==> config.mk <==
export PLATFORM = sky130hd
export DESIGN_NAME = gpio_irq_unit
export DESIGN_NICKNAME = d
export VERILOG_FILES = /design/src/rtl/gpio_irq_pkg.sv /design/src/rtl/gpio_irq_regs.sv /design/src/rtl/gpio_irq_pin_path.sv /design/src/rtl/gpio_irq_detect.sv /design/src/rtl/gpio_irq_unit.sv
export SDC_FILE = /design/constraint.sdc
export NUM_CORES = 1
export LEC_CHECK = 0
export BUFFER_PORTS_ARGS = -buffer_cell sky130_fd_sc_hd__buf_2
export CAP_MARGIN = 25
export CORE_ASPECT_RATIO = 1.2
export CORE_MARGIN = 2
export CORE_UTILIZATION = 61
export CTS_BUF_LIST = sky130_fd_sc_hd__clkbuf_4 sky130_fd_sc_hd__clkbuf_8 sky130_fd_sc_hd__clkbuf_16
export CTS_CLUSTER_DIAMETER = 200
export DETAILED_ROUTE_END_ITERATION = 8
export PLACE_DENSITY = 0.79
export SETUP_SLACK_MARGIN = 0.1
export SKIP_CTS_REPAIR_TIMING = 1
export SYNTH_ARGS = -nofsm -noshare
export SYNTH_HDL_FRONTEND = slang
export SYNTH_SLANG_ARGS = --single-unit
==> constraint.sdc <==
create_clock -name clk_i -period 8.75 [get_ports clk_i]
set_clock_uncertainty 0.05 [all_clocks]
set_input_delay 0.875 -clock clk_i [delete_from_list [all_inputs] [get_ports clk_i]]
set_output_delay 0.875 -clock clk_i [all_outputs]
set_load 0.005 [all_outputs]
==> src/rtl/gpio_irq_pkg.sv <==
package gpio_irq_pkg;
  localparam int NPORT = 3;
  localparam int PW    = 8;
  localparam int AW    = 8;

  // index 0 = port 0, 1 = port 1, 2 = port 2
  localparam logic [NPORT-1:0][AW-1:0] ADR_TRIG = {8'h4C, 8'hAC, 8'h90};
  localparam logic [NPORT-1:0][AW-1:0] ADR_POL  = {8'h50, 8'hB0, 8'h94};
  localparam logic [NPORT-1:0][AW-1:0] ADR_ACK  = {8'h54, 8'hB4, 8'h98};
  localparam logic [NPORT-1:0][AW-1:0] ADR_ENA  = {8'h58, 8'hB8, 8'h9C};
  localparam logic [NPORT-1:0][AW-1:0] ADR_DBN  = {8'h64, 8'hC4, 8'hA8};
  localparam logic [NPORT-1:0][AW-1:0] ADR_STAT = {8'h5C, 8'hBC, 8'hA0};

  typedef struct packed {
    logic [PW-1:0] trig_edge;  // 1 = edge, 0 = level
    logic [PW-1:0] pol_hi;     // 1 = high/rising, 0 = low/falling
    logic [PW-1:0] enable;
    logic [PW-1:0] dbnc;
  } port_cfg_t;
endpackage

==> src/rtl/gpio_irq_regs.sv <==
module gpio_irq_regs
  import gpio_irq_pkg::*;
(
  input  logic                        clk_i,
  input  logic                        rst_ni,
  input  logic                        wen_i,
  input  logic [AW-1:0]               addr_i,
  input  logic [PW-1:0]               wdata_i,
  input  logic [NPORT-1:0][PW-1:0]    stat_i,
  output port_cfg_t [NPORT-1:0]       cfg_o,
  output logic [NPORT-1:0][PW-1:0]    ack_o,
  output logic [PW-1:0]               rdata_o
);
  port_cfg_t [NPORT-1:0] cfg_q, cfg_d;
  logic                  cfg_we;

  always_comb begin
    cfg_d  = cfg_q;
    cfg_we = 1'b0;
    for (int p = 0; p < NPORT; p++) begin
      ack_o[p] = '0;
      if (wen_i) begin
        if (addr_i == ADR_TRIG[p]) begin cfg_d[p].trig_edge = wdata_i; cfg_we = 1'b1; end
        if (addr_i == ADR_POL[p])  begin cfg_d[p].pol_hi    = wdata_i; cfg_we = 1'b1; end
        if (addr_i == ADR_ENA[p])  begin cfg_d[p].enable    = wdata_i; cfg_we = 1'b1; end
        if (addr_i == ADR_DBN[p])  begin cfg_d[p].dbnc      = wdata_i; cfg_we = 1'b1; end
        if (addr_i == ADR_ACK[p])  ack_o[p] = wdata_i;
      end
    end
  end

  always_ff @(posedge clk_i or negedge rst_ni) begin
    if (!rst_ni)     cfg_q <= '0;
    else if (cfg_we) cfg_q <= cfg_d;
  end

  always_comb begin
    rdata_o = '0;
    for (int p = 0; p < NPORT; p++) begin
      if (addr_i == ADR_TRIG[p]) rdata_o = cfg_q[p].trig_edge;
      if (addr_i == ADR_POL[p])  rdata_o = cfg_q[p].pol_hi;
      if (addr_i == ADR_ENA[p])  rdata_o = cfg_q[p].enable;
      if (addr_i == ADR_DBN[p])  rdata_o = cfg_q[p].dbnc;
      if (addr_i == ADR_STAT[p]) rdata_o = stat_i[p];
    end
  end

  assign cfg_o = cfg_q;

  AST_ENA_WRITE_LANDS: assert property (@(posedge clk_i) disable iff (!rst_ni)
    (wen_i && addr_i == ADR_ENA[0]) |=> (cfg_q[0].enable == $past(wdata_i)));
endmodule

==> src/rtl/gpio_irq_pin_path.sv <==
module gpio_irq_pin_path #(
  parameter int PW        = 8,
  parameter int DB_CYCLES = 4
) (
  input  logic          clk_i,
  input  logic          rst_ni,
  input  logic [PW-1:0] pin_i,
  input  logic [PW-1:0] dbnc_i,
  output logic [PW-1:0] val_o
);
  localparam int            CW   = (DB_CYCLES > 1) ? $clog2(DB_CYCLES) : 1;
  localparam logic [CW-1:0] LAST = CW'(DB_CYCLES - 1);

  logic [PW-1:0]         sync1_q, sync2_q, filt_q, filt_d;
  logic [PW-1:0][CW-1:0] cnt_q, cnt_d;

  for (genvar i = 0; i < PW; i++) begin : g_pin
    logic same, done;
    assign same      = (sync2_q[i] == filt_q[i]);
    assign done      = (cnt_q[i] == LAST);
    assign cnt_d[i]  = (same || done) ? '0 : cnt_q[i] + CW'(1);
    assign filt_d[i] = (!same && done) ? sync2_q[i] : filt_q[i];
  end

  always_ff @(posedge clk_i or negedge rst_ni) begin
    if (!rst_ni) begin
      sync1_q <= '0;
      sync2_q <= '0;
      filt_q  <= '0;
      cnt_q   <= '0;
    end else begin
      sync1_q <= pin_i;
      sync2_q <= sync1_q;
      filt_q  <= filt_d;
      cnt_q   <= cnt_d;
    end
  end

  assign val_o = (dbnc_i & filt_q) | (~dbnc_i & sync2_q);

  AST_DB_TAKES_SYNC: assert property (@(posedge clk_i) disable iff (!rst_ni)
    (((filt_q ^ $past(filt_q)) & (filt_q ^ $past(sync2_q))) == '0));
endmodule

==> src/rtl/gpio_irq_detect.sv <==
module gpio_irq_detect
  import gpio_irq_pkg::*;
(
  input  logic          clk_i,
  input  logic          rst_ni,
  input  logic [PW-1:0] val_i,
  input  port_cfg_t     cfg_i,
  input  logic [PW-1:0] ack_i,
  output logic [PW-1:0] stat_o
);
  logic [PW-1:0] prev_q, pend_q, pend_d;
  logic [PW-1:0] rise, fall, hit, lvl_match;

  always_comb begin
    rise      = val_i & ~prev_q;
    fall      = ~val_i & prev_q;
    hit       = cfg_i.enable & cfg_i.trig_edge &
                ((rise & cfg_i.pol_hi) | (fall & ~cfg_i.pol_hi));
    pend_d    = (pend_q & ~ack_i & cfg_i.trig_edge & cfg_i.enable) | hit;
    lvl_match = ~(val_i ^ cfg_i.pol_hi);
    stat_o    = cfg_i.enable & ((cfg_i.trig_edge & pend_q) | (~cfg_i.trig_edge & lvl_match));
  end

  always_ff @(posedge clk_i or negedge rst_ni) begin
    if (!rst_ni) begin
      prev_q <= '0;
      pend_q <= '0;
    end else begin
      prev_q <= val_i;
      pend_q <= pend_d;
    end
  end

  AST_ACK_CLEARS: assert property (@(posedge clk_i) disable iff (!rst_ni)
    1'b1 |=> ((pend_q & $past(ack_i & ~hit)) == '0));
  AST_NO_LATCH_WHEN_OFF: assert property (@(posedge clk_i) disable iff (!rst_ni)
    1'b1 |=> ((pend_q & ~$past(cfg_i.enable)) == '0));
  AST_LEVEL_NO_PEND: assert property (@(posedge clk_i) disable iff (!rst_ni)
    1'b1 |=> ((pend_q & ~$past(cfg_i.trig_edge)) == '0));
endmodule

==> src/rtl/gpio_irq_unit.sv <==
module gpio_irq_unit
  import gpio_irq_pkg::*;
#(
  parameter int DB_CYCLES = 4
) (
  input  logic          clk_i,
  input  logic          rst_ni,
  input  logic          bus_wen_i,
  input  logic [7:0]    bus_addr_i,
  input  logic [7:0]    bus_wdata_i,
  output logic [7:0]    bus_rdata_o,
  input  logic [7:0]    pin_p0_i,
  input  logic [7:0]    pin_p1_i,
  input  logic [7:0]    pin_p2_i,
  output logic          irq_shared_o,
  output logic [7:0]    irq_pin_o
);
  logic [1:0]              rst_sync_q;
  logic                    rst_int_n;
  logic [NPORT-1:0][PW-1:0] pins, vals, stat, ack;
  port_cfg_t [NPORT-1:0]   cfg;

  always_ff @(posedge clk_i or negedge rst_ni) begin
    if (!rst_ni) rst_sync_q <= '0;
    else         rst_sync_q <= {rst_sync_q[0], 1'b1};
  end
  assign rst_int_n = rst_sync_q[1];

  assign pins = {pin_p2_i, pin_p1_i, pin_p0_i};

  gpio_irq_regs u_regs (
    .clk_i   (clk_i),
    .rst_ni  (rst_int_n),
    .wen_i   (bus_wen_i),
    .addr_i  (bus_addr_i),
    .wdata_i (bus_wdata_i),
    .stat_i  (stat),
    .cfg_o   (cfg),
    .ack_o   (ack),
    .rdata_o (bus_rdata_o)
  );

  for (genvar p = 0; p < NPORT; p++) begin : g_port
    gpio_irq_pin_path #(.PW(PW), .DB_CYCLES(DB_CYCLES)) u_path (
      .clk_i  (clk_i),
      .rst_ni (rst_int_n),
      .pin_i  (pins[p]),
      .dbnc_i (cfg[p].dbnc),
      .val_o  (vals[p])
    );
    gpio_irq_detect u_det (
      .clk_i  (clk_i),
      .rst_ni (rst_int_n),
      .val_i  (vals[p]),
      .cfg_i  (cfg[p]),
      .ack_i  (ack[p]),
      .stat_o (stat[p])
    );
  end

  assign irq_shared_o = |{stat[1], stat[0]};
  assign irq_pin_o    = stat[2];

  AST_SHARED_SILENT_IN_RESET: assert property (@(posedge clk_i)
    !rst_int_n |-> (!irq_shared_o && irq_pin_o == '0));
endmodule

==> results_dict.tcl <==
set metrics [dict create \
    ys_seq_area_frac 0.549 \
    final_net_count 1178 \
    critical-path-top-cell-by-count "sky130_fd_sc_hd__buf_2" \
    clock_tree.htree_level_count 1 \
    yosys.area_share.xor_xnor 0.0246 \
    route.vias.total 8537 \
    starting_density 0.620 \
    initial_antenna_violation_count 0 \
    share_of_the_synthesized_area_in_compound_gates_ao_oa_aoi_oai 0.114 \
    netlist-cell-type-count 68 \
    max_slew_headroom_at_the_worst_pin 0.366 \
    critical_path_endpoint_category "output port" \
    io_buffers 59 \
    io-pin-count 60 \
    finalSetupTns_ps 0 \
    final_hold_viol_count 0 \
    cp_cell_sequence "buf_2 -> nand4bb_1 -> or2_1 -> nand2_1 -> a2111oi_0 -> nor3_1 -> buf_2" \
    place_hpwl_um 20400 \
    cts_root_buf "sky130_fd_sc_hd__clkbuf_16" \
    buffer_depth_of_the_longest_clock_path 3 \
    tightest_slew_ps 951 \
    synth.mux.area_fraction 0.136 \
    power.density_cell_area_nw_per_um2 234 \
    drt-vias-per-instance 6.14 \
    synth_flop_cell "sky130_fd_sc_hd__dfrtp_1" \
    grt_overflow 0 \
    clkSlewWorstSetupHoldPaths_ps 60 \
    clock_insertion_delay_worst_skew_ps 530 \
    synth_fp_nets 1121 \
    rows 56 \
    detail_route.drc_violations 0 \
    post_synth_fa_ha_maj_area_fraction 0.0248 \
    detail-route-antenna-nets 0 \
    netlist_instances 1054 \
    layout_worst_path_cycle_share 0.545 \
    final_cell_mix "265 x sky130_fd_sc_hd__dfrtp_1, 131 x sky130_fd_sc_hd__mux2_2, 98 x sky130_fd_sc_hd__nand2_1, 73 x sky130_fd_sc_hd__nor2_1, 65 x sky130_fd_sc_hd__o21ai_0" \
    cellLeakagePower_nw 6.13 \
    power.total_mw 3.16 \
    synth_top_family_by_area "multiplexers" \
    post_route_cells_drive_above_1_share 0.232 \
    dr.pass1.iters 5 \
    grt_start_max_net_pins 81 \
    worst-setup-path-type "in2out" \
    num-fill-cells 1409 \
    die_y_um 158 \
    synth-simple-area-share 0.128 \
    die-area_um2 21000 \
    drt_wl_total_um 29400 \
    multi_input_combinational_cell_area_um2 5170 \
    postSynthRegisterBits 266 \
    cap_violations 0 \
    synth.avg_cell_area_um2 11.5 \
    most_common_cell_after_layout_fill_and_taps_aside "sky130_fd_sc_hd__dfrtp_1" \
    gr-usage-all-layers 0.285 \
    die_width_um 133 \
    grt_first_pass_wirelength_um 46700 \
    tritoncts_clock_tree "built" \
    worst-path-max-fanout 40 \
    finalSetupViolations 0 \
    required_ps 7830 \
    design.core.area_um2 19500 \
    critical_path_start_type "input port" \
    tritoncts_num_sinks 266 \
    highest_achievable_clock_rate_mhz 210 \
    cp_data_arrival_time_ps 3840 \
    synth_async_sr_flop_share 1.00 \
    synth-edff-count 0 \
    period_minus_slack_ps 4770 \
    worst_hold_path_type "in2async" \
    ir_worst_vdd_mv 0.175 \
    num_antenna_cells 0 \
    grt_setup_unrepaired "no" \
    finalWeightedCongestion 0.972 \
    yosysWarnings 0 \
    worst_path_max_delay_cell "sky130_fd_sc_hd__buf_2" \
    first_global_vias 8668 \
    final_core_utilization 0.691 \
    slew_viol_final 0 \
    post_synth_instance_area_um2 12100 \
    route.detailed.wl_per_inst_um 21.1 \
    cpPeakStageDelay_ps 660 \
    numCtsBuffers 26 \
    drt-initial-drc-count 619 \
    layout.area.seq_um2 6660 \
    outcome "completed" \
    area_delta_synth_final_pct 11.4 \
]
## kinds of logic after synthesis
family,count (synthesis)
multiplexers,147
AO/OA/AOI/OAI,220
buffers and inverters,64
XOR/XNOR,34
flip-flops,266
adder cells (fa/ha/maj),24
other,1
AND/OR/NAND/NOR,298
## metrics by stage
step	hold slack [ps]	area [um2]	setup slack (ps)	std cells
after floorplan	281	12100	738	1054
after global placement	251	12600	4060	1343
after detailed placement	255	12600	4030	1343
after CTS	56.0	13500	3980	1389
after global routing	52.2	13500	3780	1390
final	68.4	13500	3980	1390
## path summary, 6_finish.rpt
kind,startpoint,to,slack (ps),cells past startpoint
min in group clk_i,g_port[0].u_path.sync1_q[3],g_port[0].u_path.sync2_q[3],300,0
worst max register to register,rst_sync_q[1],g_port[0].u_path.filt_q[1],6600,3
worst max-delay path,bus_addr_i[3],bus_rdata_o[4],3980,7
worst min-delay path,rst_ni,rst_sync_q[1],70,1
worst min register to register,rst_sync_q[1],g_port[2].u_path.cnt_q[8],250,0
max in group asynchronous,rst_sync_q[1],g_port[0].u_path.filt_q[1],6600,3
## power by group
part / leakage [nW] / internal, mW / switching [mW]
Clock: 0.438 / 0.678 / 0.458
Sequential: 3.43 / 1.42 / 0.135
Combinational: 2.26 / 0.246 / 0.225
Total: 6.13 / 2.34 / 0.818
## layer usage
| layer | vias to the layer above | part of all wire | GRT usage |
|---|---|---|---|
| met2 | 298 | 0.50 | 0.490 |
| met5 | - | 0 | 0 |
| li1 | 3888 | - | - |
| met1 | 4270 | 0.40 | 0.365 |
| met3 | 81 | 0.061 | 0.0462 |
| met4 | 0 | 0.035 | 0.112 |
## cells in the mapped netlist (5+ instances only)
cell,number,area [um2]
sky130_fd_sc_hd__dfrtp_1,266,6660
sky130_fd_sc_hd__mux2_2,131,1480
sky130_fd_sc_hd__nand2_1,98,368
sky130_fd_sc_hd__nor2_1,73,274
sky130_fd_sc_hd__o21ai_0,65,325
sky130_fd_sc_hd__a21oi_1,60,300
sky130_fd_sc_hd__inv_1,29,109
sky130_fd_sc_hd__xnor2_1,29,254
sky130_fd_sc_hd__nor3_1,28,140
sky130_fd_sc_hd__nor3b_1,25,188
sky130_fd_sc_hd__ha_1,24,300
sky130_fd_sc_hd__clkbuf_1,18,67.6
sky130_fd_sc_hd__mux2i_1,14,140
sky130_fd_sc_hd__o22ai_1,14,87.6
sky130_fd_sc_hd__nor2b_1,12,75.1
sky130_fd_sc_hd__nand3_1,10,50.1
sky130_fd_sc_hd__buf_2,9,45.0
sky130_fd_sc_hd__nand2b_1,9,56.3
sky130_fd_sc_hd__o211ai_1,8,60.1
sky130_fd_sc_hd__a31oi_1,7,43.8
sky130_fd_sc_hd__and2_1,7,43.8
sky130_fd_sc_hd__o221ai_1,7,61.3
sky130_fd_sc_hd__o32ai_1,7,61.3
sky130_fd_sc_hd__a2111oi_0,6,52.6
sky130_fd_sc_hd__buf_4,6,45.0
sky130_fd_sc_hd__o21a_1,6,45.0
sky130_fd_sc_hd__o22a_1,6,52.6
sky130_fd_sc_hd__or2_2,6,37.5
sky130_fd_sc_hd__o211a_1,5,50.1
sky130_fd_sc_hd__o311ai_0,5,43.8
sky130_fd_sc_hd__xor2_1,5,43.8
## state kept, by name (all words and copies together) (netlist names)
signal / cells
g_port.u_det.pend_q: 24
rst_sync_q: 2
g_port.u_path.cnt_q: 48
g_port.u_path.filt_q: 24
g_port.u_path.sync2_q: 24
u_regs.cfg_o: 96
g_port.u_det.prev_q: 24
g_port.u_path.sync1_q: 24
## layout make-up
class                      instances  share of cell area
clock buffer                      38              0.0580
clock inverter                     8             0.00704
inverter                          29             0.00806
multi-input combinational        724               0.383
sequential                       266               0.493
tap                              261              0.0242
timing repair buffer              64              0.0261
## critical path, delay by kind of cell
kind	cells	cell delay (ps)
buf+inv	2	850
compound gates	1	120
simple gates	4	1980
No activity file was read; power rests on OpenSTA's default activity.
